<file path="src/rtl/icc_pkg.sv">
package icc_pkg;

    typedef enum logic [1:0] {
        OP_HOLD = 2'd0,
        OP_LOAD = 2'd1,
        OP_INC  = 2'd2
    } cnt_op_e;

    typedef struct packed {
        logic pend;   // early step scheduled for the next edge
        logic ahead;  // early step taken, next odd-to-even beat must not step
    } seq_t;

endpackage

</file>
<file path="src/rtl/icc_op_sel.sv">
module icc_op_sel
    import icc_pkg::*;
(
    input  logic    clk,
    input  logic    rst_n,
    input  logic    start_i,
    input  logic    start_odd_i,
    input  logic    beat_i,
    input  logic    bank_odd_i,
    output cnt_op_e op_o
);

    seq_t    seq_q, seq_d;
    cnt_op_e op_d;

    always_comb begin
        seq_d = seq_q;
        op_d  = OP_HOLD;
        if (start_i) begin
            op_d       = OP_LOAD;
            seq_d.pend  = start_odd_i;
            seq_d.ahead = 1'b0;
        end else if (seq_q.pend) begin
            op_d        = OP_INC;
            seq_d.pend  = 1'b0;
            seq_d.ahead = !beat_i;
        end else if (beat_i && bank_odd_i) begin
            if (seq_q.ahead) begin
                seq_d.ahead = 1'b0;
            end else begin
                op_d = OP_INC;
            end
        end
    end

    always_ff @(posedge clk) begin
        if (!rst_n) begin
            seq_q <= '0;
        end else begin
            seq_q <= seq_d;
        end
    end

    assign op_o = op_d;

    // the skip flag may only be set while the odd bank is active
    a_r6_ahead_on_odd: assert property (@(posedge clk) disable iff (!rst_n)
        seq_q.ahead |-> bank_odd_i);

    // a start always wins over a beat
    a_r8_start_wins: assert property (@(posedge clk) disable iff (!rst_n)
        (start_i && beat_i) |-> (op_o == OP_LOAD));

endmodule

</file>
<file path="src/rtl/icc_col_cnt.sv">
module icc_col_cnt
    import icc_pkg::*;
#(
    parameter int COL_W = 7
) (
    input  logic             clk,
    input  logic             rst_n,
    input  cnt_op_e          op_i,
    input  logic [COL_W-1:0] load_val_i,
    output logic [COL_W-1:0] col_o
);

    logic [COL_W-1:0] col_q, col_d;

    always_comb begin
        col_d = col_q;
        unique case (op_i)
            OP_LOAD: col_d = load_val_i;
            OP_INC:  col_d = col_q + COL_W'(1);
            default: col_d = col_q;
        endcase
    end

    always_ff @(posedge clk) begin
        if (!rst_n) begin
            col_q <= '0;
        end else begin
            col_q <= col_d;
        end
    end

    assign col_o = col_q;

    a_r9_hold: assert property (@(posedge clk) disable iff (!rst_n)
        (op_i == OP_HOLD) |=> $stable(col_q));

    a_r11_step: assert property (@(posedge clk) disable iff (!rst_n)
        (op_i != OP_LOAD) |=> ((col_q == $past(col_q)) ||
                               (col_q == $past(col_q) + COL_W'(1))));

endmodule

</file>
<file path="src/rtl/icc_bank_sel.sv">
module icc_bank_sel (
    input  logic clk,
    input  logic rst_n,
    input  logic start_i,
    input  logic start_odd_i,
    input  logic beat_i,
    output logic bank_odd_o
);

    logic bank_q, bank_d;

    always_comb begin
        bank_d = bank_q;
        if (start_i) begin
            bank_d = start_odd_i;
        end else if (beat_i) begin
            bank_d = !bank_q;
        end
    end

    always_ff @(posedge clk) begin
        if (!rst_n) begin
            bank_q <= 1'b0;
        end else begin
            bank_q <= bank_d;
        end
    end

    assign bank_odd_o = bank_q;

    a_r5_toggle: assert property (@(posedge clk) disable iff (!rst_n)
        (beat_i && !start_i) |=> (bank_q != $past(bank_q)));

    a_r2_bank_load: assert property (@(posedge clk) disable iff (!rst_n)
        start_i |=> (bank_q == $past(start_odd_i)));

endmodule

</file>
<file path="src/rtl/ilv_col_addr.sv">
module ilv_col_addr
    import icc_pkg::*;
#(
    parameter int ADDR_W   = 32,
    parameter int COL_W    = 7,
    parameter int BANK_BIT = 2
) (
    input  logic              clk,
    input  logic              rst_n,
    input  logic              start_i,
    input  logic [ADDR_W-1:0] addr_i,
    input  logic              beat_i,
    output logic [COL_W-1:0]  col_o,
    output logic              bank_odd_o
);

    localparam int COL_LSB = BANK_BIT + 1;
    localparam int COL_MSB = BANK_BIT + COL_W;

    logic [COL_W-1:0] load_col;
    logic             start_odd;
    cnt_op_e          op;

    assign load_col  = addr_i[COL_MSB:COL_LSB];
    assign start_odd = addr_i[BANK_BIT];

    icc_op_sel u_op (
        .clk         (clk),
        .rst_n       (rst_n),
        .start_i     (start_i),
        .start_odd_i (start_odd),
        .beat_i      (beat_i),
        .bank_odd_i  (bank_odd_o),
        .op_o        (op)
    );

    icc_col_cnt #(.COL_W(COL_W)) u_cnt (
        .clk        (clk),
        .rst_n      (rst_n),
        .op_i       (op),
        .load_val_i (load_col),
        .col_o      (col_o)
    );

    icc_bank_sel u_bank (
        .clk         (clk),
        .rst_n       (rst_n),
        .start_i     (start_i),
        .start_odd_i (start_odd),
        .beat_i      (beat_i),
        .bank_odd_o  (bank_odd_o)
    );

    a_r2_col_load: assert property (@(posedge clk) disable iff (!rst_n)
        start_i |=> (col_o == $past(load_col)));

    // the edge after an odd-start load steps the column once
    a_r4_early_step: assert property (@(posedge clk) disable iff (!rst_n)
        ($past(start_i && start_odd) && !start_i)
            |=> (col_o == $past(col_o) + COL_W'(1)));

endmodule

</file>
<file path="config.mk">
export PLATFORM = sky130hd
export DESIGN_NAME = ilv_col_addr
export DESIGN_NICKNAME = d
export VERILOG_FILES = /design/src/rtl/icc_pkg.sv /design/src/rtl/icc_op_sel.sv /design/src/rtl/icc_col_cnt.sv /design/src/rtl/icc_bank_sel.sv /design/src/rtl/ilv_col_addr.sv
export SDC_FILE = /design/constraint.sdc
export NUM_CORES = 1
export LEC_CHECK = 0
export BUFFER_PORTS_ARGS = -buffer_cell sky130_fd_sc_hd__buf_2
export CORE_MARGIN = 1
export CORE_UTILIZATION = 41
export DETAILED_ROUTE_END_ITERATION = 10
export PLACE_DENSITY_LB_ADDON = 0.2
export SYNTH_ARGS = -nofsm -noshare
export SYNTH_HDL_FRONTEND = slang
export SYNTH_HIERARCHICAL = 1
export SYNTH_SLANG_ARGS = --single-unit
</file>
<file path="constraint.sdc">
create_clock -name clk -period 4.7 [get_ports clk]
set_input_delay 0.235 -clock clk [delete_from_list [all_inputs] [get_ports clk]]
set_output_delay 0.235 -clock clk [all_outputs]
set_load 0.05 [all_outputs]
</file>
## Yosys cells after proc, flatten, opt, wreduce, memory -nomap -nowiden

Index checks and enable logic that the tools add are counted.

- Bits of input ports: 36
- Word-level logic and storage cells: 25
- Output and inout bits: 8
- Register bits after elaboration: 10

- Equality and inequality tests: 2
- Multiplexer cells: 9
- $add $sub $neg: 1
- Bitwise operators: 1
- Reduce and logical (&&, ||, !) cells: 8

Operators by type and width:

| kind | number |
|---|---|
| one-hot mux 7 bit (2 select lines) | 1 |
| two-way mux 2 bit | 4 |
| adder 7 x 1 -> 7 bit, second input constant | 1 |
| nonzero test 2 bit | 3 |
| two-way mux 1 bit | 4 |
| equality test 2 x 1 -> 1 bit, second input constant | 1 |
| equality test 2 bit, second input constant | 1 |
| zero test 1 bit | 2 |
| AND reduction 2 bit | 1 |
| OR reduction 2 bit | 1 |
| logical AND 1 bit | 1 |
| inverter 1 bit | 1 |

## Longest topological paths before layout

Gate-level depths: netlist of the first run.

- Depth after elaboration: 6
- Depth in mapped cells: 7
- Depth with buffers taken out: 6

## By module

The synthesis of the first run kept the hierarchy.

Modules (own cells, without submodules):

| module | times used | area each (sq um) | cells an instance | sequential area each (sq um) |
|---|---|---|---|---|
| icc_col_cnt | 1 | 442.9 | 54 | 140.1 |
| icc_op_sel | 1 | 91.3 | 10 | 40.0 |
| icc_bank_sel | 1 | 45.0 | 4 | 20.0 |

## Least setup slack after synthesis of the first run

OpenSTA, ideal clock, no wires.

- Kind: register to register
- From: reg u_bank.bank_q (netlist: u_bank/bank_odd_o)
- To: reg u_cnt.col_q[1] (netlist: u_cnt/col_o[1])
- Arrival time: 1732 ps
- Path buffers: 1
- Setup time: 115 ps
- Data required time: 4585 ps
- Cell stages (with the launch flop): 8
- Clock period less this slack: 1847 ps
- Path slack: 2853 ps
- Cell sequence: dfxtp_1 nand3b_1 a21oi_1 ha_1 buf_2 mux2i_1 o21ai_0 and2_1

- Word-level cells in the longest chain between the ends: 6
- Elaborated cells on any way between the ends: 8
- Classes of those cells: eq/ne: 2; mux: 4; reduce/logical: 2

Ends and longest elaborated chain:

| item | RTL line | RTL |
|---|---|---|
| from (decl) | icc_bank_sel.sv:10 | `logic bank_q, bank_d;` |
| from (signal assigned) | icc_bank_sel.sv:25 | `bank_q <= bank_d;` |
| logical AND 1 bit (*) | icc_op_sel.sv:27 | `end else if (beat_i && bank_odd_i) begin` |
| two-way mux 2 bit (*) | icc_op_sel.sv:27 |  |
| two-way mux 2 bit (*) | icc_op_sel.sv:23 | `end else if (seq_q.pend) begin` |
| two-way mux 2 bit (*) | icc_op_sel.sv:19 | `if (start_i) begin` |
| net op[1] | ilv_col_addr.sv:22 | `cnt_op_e op;` |
| equality test 2 bit / equality test 2 x 1 -> 1 bit (equally long branches) | icc_col_cnt.sv:17 | `unique case (op_i)` |
| one-hot mux 7 bit (2 select lines) / nonzero test 2 bit (equally long branches) | n/a |  |
| to (signal assigned) | icc_col_cnt.sv:28 | `col_q <= col_d;` |
| to (decl) | icc_col_cnt.sv:13 | `logic [COL_W-1:0] col_q, col_d;` |

Mark *: on every way through the listed nets, which the timed path passes. The rest lies on a longest branch.
A chain may end at the register's enable or synchronous reset.

## Final worst setup path of the first run

- From: reg u_op/seq_q[0] (netlist name)
- To: reg u_cnt.col_q[5] (netlist: u_cnt/col_o[5])

- Word-level cells in the longest chain between the ends: 6
- Elaborated cells on any way between the ends: 8
- Classes of those cells: eq/ne: 2; mux: 5; reduce/logical: 1

Ends and longest elaborated chain:

| item | RTL line | RTL |
|---|---|---|
| from (decl) | icc_op_sel.sv:13 | `seq_t seq_q, seq_d;` |
| from (signal assigned) | icc_op_sel.sv:40 | `seq_q <= seq_d;` |
| two-way mux 2 bit (*) | icc_op_sel.sv:28 | `if (seq_q.ahead) begin` |
| two-way mux 2 bit (*) | icc_op_sel.sv:27 |  |
| two-way mux 2 bit (*) | icc_op_sel.sv:23 |  |
| two-way mux 2 bit (*) | icc_op_sel.sv:19 |  |
| net op[1] | ilv_col_addr.sv:22 |  |
| equality test 2 bit / equality test 2 x 1 -> 1 bit (equally long branches) | icc_col_cnt.sv:17 |  |
| one-hot mux 7 bit (2 select lines) / nonzero test 2 bit (equally long branches) | n/a |  |

Marked as above.

==> flow_metrics.py, run 1 <==
metrics = {
    "routing": {
        "drt_first_pass_iters": 4,
        "residual_antenna_violating_net_count_after_detailed_routing": 0,
        "dr.first_iter.drc_count": 14,
        "drcViolationCount": 0,
        "dr_total_vias": 547,
        "routed_via_density": 5.42,
        "wire_per_inst_microns": 11.6,
        "route.final.wire_length_microns": 1170,
    },
    "worst_setup_path": {
        "endpoint_kind": "flip-flop",
        "reg2reg_setup_slack_ns": 2.84,
        "setup.worst_path.start_class": "flip-flop",
        "worstPathCellList": "nand3b_1 -> a21oi_1 -> ha_1 -> inv_2 -> o41a_1 -> o211ai_1",
        "worstPathBufferInverterCount": 1,
        "cpMaxStageDelayCell": "sky130_fd_sc_hd__ha_1",
        "crit_fanout": 14,
        "largest_stage_delay_on_the_critical_path_ns": 0.46,
        "required_time_of_the_critical_path_ns": 4.90,
        "timing.reg2reg.worst_path_depth": 6,
        "critPathTopFamily": "compound AO/OA/AOI/OAI gates",
        "classification_of_the_worst_setup_path": "flip-flop to flip-flop",
        "data_arrival_time_of_the_critical_path_ns": 2.06,
        "cp_num_cells": 6,
    },
    "cts": {
        "clock_transition_at_path_regs_ns": 0.06,
        "tritoncts": "done",
        "clock-sinks": 10,
        "cts_buffers": 3,
        "cts.repair_timing.setup_buffer_count": 0,
        "cts-htree-levels": 1,
        "ctsLongestPathBuffers": 2,
        "post_cts.resized_instances": 0,
        "clk_latency_ns": 0.27,
        "cts-hold-fix-buffers": 0,
        "clk_root_buffer_cell": "sky130_fd_sc_hd__clkbuf_4",
    },
    "floorplan": {
        "floorplan.die.width_microns": 39.6,
        "io_pins": 44,
        "chip_height_microns": 39.6,
        "core-area_sq_mm": 0.00130,
        "start_util_pct": 44.5,
        "dieArea_sq_mm": 0.00157,
        "row_count": 13,
    },
    "global_routing": {
        "grt_use_total_pct": 18.4,
        "grt_first_pass_wirelength_microns": 1880,
        "pin_count_of_the_biggest_net_entering_global_routing": 15,
        "number_of_global_route_vias_before_repair": 426,
        "grt_overflow_total": 0,
        "grt_antenna_before_repair": 0,
    },
    "sta": {
        "final-max-slew-violation-count": 0,
        "post-route-period-util_pct": 39.7,
        "relSlewSlack_pct": 69.8,
        "layout_min_cycle_time_ns": 1.86,
        "finClkSkew_ns": 0.00351,
        "hold-worst-slack_ns": 0.224,
        "worstMarginPinSlew_ns": 0.452,
        "finalSetupViolations": 0,
        "setup_tns_ns": 0,
        "max_freq_mhz": 536,
        "timing_hold_violations_final": 0,
        "rsz_0062_raised_after_global_routing": "no",
    },
    "synth": {
        "synthDominantCellAreaShare_pct": 34.6,
        "synthesis.area_sq_um": 579,
        "synthesis.area_per_instance_sq_um": 8.52,
        "yosysTopAreaCell": "sky130_fd_sc_hd__dfxtp_1",
        "postSynthRegisterBits": 10,
        "synth.yosys.seq_area_share_pct": 34.6,
        "synthesis.yosys.warnings": 6,
        "synth_unique_cells": 32,
        "netlist_instances": 68,
        "postSynthNetCount": 106,
        "post_synth_main_area_contributors": "sky130_fd_sc_hd__dfxtp_1, sky130_fd_sc_hd__nand2b_1, sky130_fd_sc_hd__ha_1",
    },
    "outcome": {
        "status": "finished clean",
    },
    "placement": {
        "dp.cells": 98,
        "place_hpwl_microns": 861,
        "place.gp.congestion": 0.737,
        "place.port_buffers": 19,
    },
    "min_path": {
        "min_delay_path_depth": 2,
        "worst_hold_path_type": "primary input to flip-flop",
    },
    "pwr": {
        "p_per_cell_area_mw_per_mm2": 308,
        "worst_ir_drop_vdd_mv": 0.176,
        "power.static_leakage_nw": 0.311,
    },
    "final_layout": {
        "syn2layout_area_growth_pct": 20.1,
        "finish.net_count": 126,
        "post_layout_nonfiller_instances": 101,
        "insertedDiodeCount": 0,
        "final_layout_size_suffix_gt1_share_pct": 26.7,
    },
    "flow_run": {
        "max-cap-violations": 0,
    },
}
==> per-stage QoR <==
stage	total power, W	instance area, sq um	utilization, %	setup slack (ns)
6_report	0.000214	696	53.5	2.84
4_1_cts	0.000217	696	53.5	2.84
3_3_place_gp	0.000157	673	51.7	2.86
2_1_floorplan	0.000142	579	-	2.85
5_1_grt	0.000227	696	53.5	2.69
3_5_place_dp	0.000157	673	51.7	2.86
==> metal layers <==
metal  vias to the layer above  part of all wire [%]  wire length [microns]  global-route usage (%)
met4                         0                  0.94                     11                    5.17
li1                        290                     -                      -                       -
met2                        16                    41                    480                    24.6
met1                       239                    51                    599                    25.9
met3                         2                   7.1                     83                    8.52
met5                         -                     0                      0                       0
==> report_power, final <==
group	internal, W	switching, W	total, W
Combinational	0.0000195	0.0000370	0.0000565
Clock	0.0000296	0.0000290	0.0000586
Sequential	0.0000913	0.00000755	0.0000989
Total	0.000140	0.0000736	0.000214
==> registers in the layout (all words and copies together) (netlist names) <==
register           cells
u_cnt/col_o            7
u_op/seq_q             2
u_bank/bank_odd_o      1
==> placed cells by master, fill, tap and decap left out <==
cell and instances:
sky130_fd_sc_hd__buf_2 19, sky130_fd_sc_hd__dfxtp_1 10, sky130_fd_sc_hd__nand2b_1 7, sky130_fd_sc_hd__nand2_1 5, sky130_fd_sc_hd__nand3_1 5, sky130_fd_sc_hd__clkbuf_4 3, sky130_fd_sc_hd__a21oi_1 3, sky130_fd_sc_hd__o21ai_0 3
sky130_fd_sc_hd__inv_1 2, sky130_fd_sc_hd__nor2_1 2, sky130_fd_sc_hd__nor2b_1 2, sky130_fd_sc_hd__o2111ai_1 2, sky130_fd_sc_hd__o211ai_1 2, sky130_fd_sc_hd__o31a_1 2, sky130_fd_sc_hd__o22ai_1 2, sky130_fd_sc_hd__nand3b_1 2
sky130_fd_sc_hd__ha_1 2, sky130_fd_sc_hd__xor2_1 1, sky130_fd_sc_hd__o211a_1 1, sky130_fd_sc_hd__inv_2 1, sky130_fd_sc_hd__o311a_1 1, sky130_fd_sc_hd__o41a_1 1, sky130_fd_sc_hd__nand4b_1 1, sky130_fd_sc_hd__a2bb2oi_1 1
sky130_fd_sc_hd__a21o_1 1, sky130_fd_sc_hd__a21boi_0 1, sky130_fd_sc_hd__mux2i_1 1, sky130_fd_sc_hd__and2_1 1, sky130_fd_sc_hd__and3_1 1, sky130_fd_sc_hd__and4bb_1 1
==> worst paths after layout <==
kind / startpoint / end
setup reg to reg: u_op/seq_q[0] / u_cnt/col_o[5]
setup / recovery: u_op/seq_q[0] / u_cnt/col_o[5]
hold / removal: addr_i[2] / u_op/seq_q[1]
hold reg to reg: u_cnt/col_o[3] / u_cnt/col_o[3]
==> layout make-up <==
cell class / instances / area, sq um
Tap cell: 15 / 18.8
Clock buffer: 3 / 22.5
Multi-Input combinational cell: 51 / 348
Sequential cell: 10 / 200
Inverter: 3 / 11.3
Fill cell: 138 / 606
Timing Repair Buffer: 19 / 95.1
==> Yosys cell counts <==
master	instances
sky130_fd_sc_hd__o22ai_1	2
sky130_fd_sc_hd__inv_1	2
sky130_fd_sc_hd__and2_1	1
sky130_fd_sc_hd__o211a_1	1
sky130_fd_sc_hd__nand2b_1	7
sky130_fd_sc_hd__nand4b_1	1
sky130_fd_sc_hd__clkbuf_1	1
sky130_fd_sc_hd__buf_1	1
sky130_fd_sc_hd__nand3b_1	2
sky130_fd_sc_hd__and3_1	1
sky130_fd_sc_hd__a21o_1	1
sky130_fd_sc_hd__o2111ai_1	2
sky130_fd_sc_hd__xor2_1	1
sky130_fd_sc_hd__buf_2	1
sky130_fd_sc_hd__o41a_1	1
sky130_fd_sc_hd__a21oi_1	3
sky130_fd_sc_hd__o31a_1	2
sky130_fd_sc_hd__dfxtp_1	10
sky130_fd_sc_hd__nor2b_1	2
sky130_fd_sc_hd__nor2_1	2
sky130_fd_sc_hd__o21ai_0	3
sky130_fd_sc_hd__ha_1	2
sky130_fd_sc_hd__nand2_1	5
sky130_fd_sc_hd__buf_4	1
sky130_fd_sc_hd__o211ai_1	2
sky130_fd_sc_hd__a2bb2oi_1	1
sky130_fd_sc_hd__a21boi_0	1
sky130_fd_sc_hd__and4bb_1	1
sky130_fd_sc_hd__mux2i_1	1
sky130_fd_sc_hd__inv_2	1
sky130_fd_sc_hd__nand3_1	5
sky130_fd_sc_hd__o311a_1	1
==> kinds of logic (layout without fill, tap and decap cells) <==
group | after synthesis | count (layout) | share of synthesized area [%]
adder cells (fa/ha/maj) | 2 | 2 | 4.32
XOR/XNOR | 1 | 1 | 1.51
flip-flops | 10 | 10 | 34.6
multiplexers | 1 | 1 | 1.73
AND/OR/NAND/NOR | 27 | 27 | 27.0
buffers and inverters | 7 | 25 | 5.40
AO/OA/AOI/OAI | 20 | 20 | 25.5
Power figures use the tool's default switching activity.
==> run 2, diff against run 1 <==
- ABC_AREA: not set -> 1
- CORE_UTILIZATION: 41 -> 39
- clock period: 4.7 -> 1.8 ns (I/O delays scaled with it)
==> run 2 against run 1 <==
Clock power increased to 3.6 times the previous value. Cell count increased by 31%. Synthesized cell count increased by 41%. Critical endpoint is now u_cnt/col_o[0]. Highest routed layer unchanged.
==> flow_metrics.py, run 2 <==
metrics = {
    "worst_setup_path": {
        "classification_of_the_worst_setup_path": "flip-flop to flip-flop",
        "worstReg2RegStart": "u_bank/bank_odd_o",
        "setup.worst_path.start_class": "flip-flop",
        "timing.reg2reg.worst_path_depth": 8,
        "data_arrival_time_of_the_critical_path_ns": 1.68,
        "crit_fanout": 11,
        "endpoint_kind": "flip-flop",
        "worstSetupStartpoint": "u_bank/bank_odd_o",
        "required_time_of_the_critical_path_ns": 1.98,
    },
    "global_routing": {
        "grt_antenna_before_repair": 0,
        "pin_count_of_the_biggest_net_entering_global_routing": 12,
        "number_of_global_route_vias_before_repair": 559,
        "grt_use_total_pct": 16.4,
        "grt_overflow_total": 0,
        "grt_first_pass_wirelength_microns": 2180,
    },
    "routing": {
        "residual_antenna_violating_net_count_after_detailed_routing": 0,
        "dr_total_vias": 642,
        "routed_via_density": 4.86,
        "route.final.wire_length_microns": 1300,
        "wl_met1_microns": 634,
        "wl_met2_microns": 553,
        "max_used_layer": "met4",
        "drt_first_pass_iters": 4,
        "met3WireLength_microns": 95,
        "wire_per_inst_microns": 9.81,
        "dr.first_iter.drc_count": 7,
        "drcViolationCount": 0,
    },
    "sta": {
        "max_freq_mhz": 665,
        "timing_hold_violations_final": 0,
        "final-max-slew-violation-count": 0,
        "finClkSkew_ns": 0.00465,
        "relSlewSlack_pct": 74.0,
        "setup_tns_ns": 0,
        "layout_min_cycle_time_ns": 1.50,
        "rsz_0062_raised_after_global_routing": "no",
        "post-route-period-util_pct": 83.5,
        "worstMarginPinSlew_ns": 0.390,
        "finalSetupViolations": 0,
    },
    "placement": {
        "place_hpwl_microns": 981,
        "place.gp.congestion": 0.747,
        "detailed_place.area_sq_um": 711,
        "place.port_buffers": 19,
    },
    "synth": {
        "synthDominantCellAreaShare_pct": 32.4,
        "yosysTopAreaCell": "sky130_fd_sc_hd__dfxtp_1",
        "synthMostInstantiatedCell": "sky130_fd_sc_hd__nand2_1",
        "synthFlopType": "sky130_fd_sc_hd__dfxtp_1",
        "synth_unique_cells": 20,
        "synthesis.yosys.warnings": 6,
        "post_synth_main_area_contributors": "sky130_fd_sc_hd__dfxtp_1, sky130_fd_sc_hd__nand2_1, sky130_fd_sc_hd__inv_1",
        "synth_edf_count": 0,
        "netlist_instances": 96,
        "synthesis.area_per_instance_sq_um": 6.44,
        "postSynthNetCount": 134,
        "synth_commonest_cells": "sky130_fd_sc_hd__nand2_1, sky130_fd_sc_hd__inv_1, sky130_fd_sc_hd__nor2_1, sky130_fd_sc_hd__dfxtp_1, sky130_fd_sc_hd__a21oi_1",
        "synth.yosys.seq_area_share_pct": 32.4,
        "async_s_r_ff_share_synth_pct": 0,
        "synthesis.area_sq_um": 618,
        "postSynthRegisterBits": 10,
    },
    "floorplan": {
        "row_count": 14,
        "dieArea_sq_mm": 0.00175,
        "io_pins": 44,
        "start_util_pct": 41.5,
        "core-area_sq_mm": 0.00149,
        "floorplan.die.width_microns": 41.8,
        "chip_height_microns": 41.8,
    },
    "cts": {
        "cts_buffers": 3,
        "clock-sinks": 10,
        "clk_latency_ns": 0.27,
        "clock_transition_at_path_regs_ns": 0.07,
        "cts-htree-levels": 1,
        "ctsLongestPathBuffers": 2,
        "clk_root_buffer_cell": "sky130_fd_sc_hd__clkbuf_4",
        "cts-hold-fix-buffers": 0,
        "tritoncts": "done",
        "cts.repair_timing.setup_buffer_count": 0,
        "post_cts.resized_instances": 0,
    },
    "final_layout": {
        "layout.cells.most_common": "sky130_fd_sc_hd__buf_2",
        "insertedDiodeCount": 0,
        "syn2layout_area_growth_pct": 20.9,
        "largest_register_ff_count": 7,
        "layout_common_cells": "sky130_fd_sc_hd__buf_2, sky130_fd_sc_hd__nand2_1, sky130_fd_sc_hd__inv_1",
        "final_layout_size_suffix_gt1_share_pct": 24.1,
        "finish.net_count": 155,
        "final_design_area_no_fill_sq_um": 747,
    },
    "min_path": {
        "worst_hold_path_type": "primary input to flip-flop",
        "min_delay_path_depth": 3,
        "hold_path.startpoint": "addr_i[2]",
    },
    "flow_run": {
        "max-cap-violations": 0,
    },
    "outcome": {
        "status": "finished clean",
    },
    "pwr": {
        "worst_ir_drop_vdd_mv": 0.580,
        "power.static_leakage_nw": 0.391,
        "p_per_cell_area_mw_per_mm2": 856,
    },
}
-- run 2: path summary, 6_finish.rpt --
| path | slack [ns] | to |
|---|---|---|
| min | 0.04 | u_op/seq_q[1] |
| min reg2reg | 0.50 | u_cnt/col_o[6] |
| max reg2reg | 0.30 | u_cnt/col_o[0] |
| max | 0.30 | u_cnt/col_o[0] |
-- run 2: logic make-up (layout without fill, tap and decap cells) --
logic type,after synthesis,after routing,share of synthesized area (%)
simple gates,39,39,26.3
compound gates,22,22,20.6
buf+inv,22,42,15.2
flops,10,10,32.4
fa+ha+maj,2,2,4.05
xor+xnor,1,1,1.42
-- run 2: worst max-delay path, stage by stage, from the launching register on --
cell and delay (ns):
sky130_fd_sc_hd__dfxtp_1 0.39, sky130_fd_sc_hd__o21bai_1 0.09, sky130_fd_sc_hd__nor2_1 0.11, sky130_fd_sc_hd__ha_1 0.40, sky130_fd_sc_hd__inv_2 0.12, sky130_fd_sc_hd__nand2_1 0.07, sky130_fd_sc_hd__o21ai_1 0.05, sky130_fd_sc_hd__o21ai_1 0.12
sky130_fd_sc_hd__inv_1 0.05
-- run 2: final cells by class --
cell class	count	area, sq um
fillers	160	742
clock buffers	4	36.3
repair buffers	19	95.1
well taps	16	20.0
inverters	19	71.3
flip-flops and latches	10	200
multi-input cells	64	324
-- run 2: through the flow --
stage          instances  worst slack (ns)  utilization (%)  power (W)  hold WS [ns]
6_report             132             0.296             50.2   0.000640        0.0436
4_1_cts              132             0.278             50.2   0.000648        0.0391
3_5_place_dp         128             0.296             47.7   0.000435         0.339
2_1_floorplan         96             0.109                -   0.000393         0.204
5_1_grt              132             0.132             50.2   0.000671        0.0466
3_3_place_gp         128             0.294             47.7   0.000434         0.324
-- run 2: metal layers --
layer | GRT usage (%) | vias to the layer above
li1 | - | 341
met1 | 21.0 | 280
met2 | 23.8 | 19
met3 | 7.83 | 2
met4 | 5.81 | 0
met5 | 0 | -
-- run 2: power by group --
group / switching, W / leakage (nW) / internal [W]
combinational: 0.000116 / 0.287 / 0.0000525
sequential: 0.0000215 / 0.0828 / 0.000240
clock: 0.0000866 / 0.0210 / 0.000123
==> run 3, diff against run 2 <==
- clock period: 1.8 -> 1.45 ns (I/O delays scaled with it)
==> run 3 against run 2 <==
Count of clock-buffer cells in the layout stayed put. Non-clock buffer count is 6 higher. Critical endpoint is now u_cnt/col_o[2]. Die area stayed put. Setup slack worse by 0.18 ns. Worst hold slack worse by 0.014 ns.
==> flow_metrics.py, run 3 (same netlist as run 2, synthesis figures left out) <==
metrics = {
    "final_layout": {
        "largest_register_ff_count": 7,
        "syn2layout_area_growth_pct": 31.6,
        "insertedDiodeCount": 0,
        "filler_cell_count": 144,
        "finish.net_count": 161,
        "final_util_pct": 54.6,
        "final_layout_size_suffix_gt1_share_pct": 32.0,
        "final_design_area_no_fill_sq_um": 813,
        "layout.area.seq_sq_um": 206,
        "layout.cells.most_common": "sky130_fd_sc_hd__buf_2",
        "layout_common_cells": "sky130_fd_sc_hd__buf_2, sky130_fd_sc_hd__nand2_1, sky130_fd_sc_hd__inv_1",
        "multi_input_comb_area_sq_um": 339,
    },
    "worst_setup_path": {
        "critPathTopFamily": "flip-flops",
        "worstPathCellList": "o21bai_1 -> nor2_2 -> ha_4 -> inv_2 -> o21ai_1 -> a211oi_1",
        "endpoint_kind": "flip-flop",
        "cpMaxStageDelayCell": "sky130_fd_sc_hd__dfxtp_1",
        "largest_stage_delay_on_the_critical_path_ns": 0.38,
        "crit_fanout": 10,
        "worstPathBufferInverterCount": 1,
        "classification_of_the_worst_setup_path": "flip-flop to flip-flop",
        "data_arrival_time_of_the_critical_path_ns": 1.52,
        "required_time_of_the_critical_path_ns": 1.64,
        "setup.worst_path.start_class": "flip-flop",
    },
    "cts": {
        "cts-htree-levels": 1,
        "clock-sinks": 10,
        "clk_root_buffer_cell": "sky130_fd_sc_hd__clkbuf_4",
        "clock_transition_at_path_regs_ns": 0.07,
        "ctsLongestPathBuffers": 2,
        "clk_latency_ns": 0.27,
        "cts-hold-fix-buffers": 0,
        "cts_buffers": 3,
        "tritoncts": "done",
    },
    "placement": {
        "pre_cts_ws_ns": -0.0203,
        "place.port_buffers": 19,
        "detailed_place.area_sq_um": 762,
        "place.gp.congestion": 0.812,
        "place_hpwl_microns": 1020,
    },
    "sta": {
        "post-route-worst-setup-slack_ns": 0.117,
        "timing_hold_violations_final": 0,
        "post-route-period-util_pct": 91.9,
        "finClkSkew_ns": 0.00332,
        "layout_min_cycle_time_ns": 1.33,
        "rsz_0062_raised_after_global_routing": "no",
        "max_freq_mhz": 750,
        "worstMarginPinSlew_ns": 0.249,
        "hold-worst-slack_ns": 0.0297,
        "relSlewSlack_pct": 83.5,
        "finalSetupViolations": 0,
        "final-max-slew-violation-count": 0,
    },
    "floorplan": {
        "chip_height_microns": 41.8,
        "floorplan.die.width_microns": 41.8,
        "dieArea_sq_mm": 0.00175,
        "start_util_pct": 41.5,
        "core-area_sq_mm": 0.00149,
        "io_pins": 44,
        "row_count": 14,
    },
    "global_routing": {
        "grt_antenna_before_repair": 0,
        "pin_count_of_the_biggest_net_entering_global_routing": 11,
        "grt_overflow_total": 0,
        "grt_use_total_pct": 17.7,
        "grt_first_pass_wirelength_microns": 2300,
        "number_of_global_route_vias_before_repair": 537,
    },
    "routing": {
        "route.final.wire_length_microns": 1390,
        "dr_total_vias": 650,
        "drcViolationCount": 0,
        "wire_per_inst_microns": 10.1,
        "dr.first_iter.drc_count": 16,
        "drt_first_pass_iters": 4,
        "residual_antenna_violating_net_count_after_detailed_routing": 0,
        "routed_via_density": 4.71,
    },
    "pwr": {
        "worst_ir_drop_vdd_mv": 0.667,
        "p_per_cell_area_mw_per_mm2": 1000,
        "power.static_leakage_nw": 0.421,
    },
    "outcome": {
        "status": "finished clean",
    },
    "flow_run": {
        "max-cap-violations": 0,
    },
    "min_path": {
        "worst_hold_path_type": "primary input to flip-flop",
    },
}
-- run 3: timing repair --
item | in CTS | in global routing
gates cloned | 0 | 0
setup endpoints to repair | 2 | 5
resized for setup | 1 | 2
buffers inserted | 0 | 0
-- run 3: path summary, 6_finish.rpt --
path,start,end,slack (ns),depth (start not counted)
min,addr_i[2],u_op/seq_q[1],0.03,3
min reg2reg,u_cnt/col_o[6],u_cnt/col_o[6],0.50,2
max reg2reg,u_op/seq_q[1],u_cnt/col_o[2],0.12,6
max,u_op/seq_q[1],u_cnt/col_o[2],0.12,6
-- run 3: layout make-up --
class / instances / share of cell area, %
clock buffers: 4 / 4.46
well taps: 16 / 2.46
inverters: 19 / 8.77
multi-input cells: 64 / 41.7
flip-flops and latches: 10 / 25.4
repair buffers: 25 / 17.2
-- run 3: power by group --
group	total [W]	internal, W	switching, W
sequential	0.000324	0.000299	0.0000257
clock	0.000255	0.000153	0.000102
combinational	0.000235	0.0000834	0.000151
total	0.000814	0.000535	0.000279
-- run 3: stage by stage --
step | TNS, ns | power [W] | instances
final | 0 | 0.000814 | 138
after global routing | 0 | 0.000860 | 138
after CTS | 0 | 0.000818 | 138
after detailed placement | -0.0203 | 0.000557 | 134
after global placement | -0.0186 | 0.000556 | 134
after floorplan | 0 | 0.000490 | 96
-- run 3: tightest hold or removal path, delay by kind of cell --
kind                   cells  cell delay, ns
buffers and inverters      1            0.10
AND/OR/NAND/NOR            2            0.08
-- run 3: layer usage --
metal,global-route usage (%),share of wire [%],up-vias
li1,-,-,355
met1,24.5,51,274
met2,23.8,42,21
met3,7.39,7.2,0
met4,7.74,0,0
met5,0,0,-
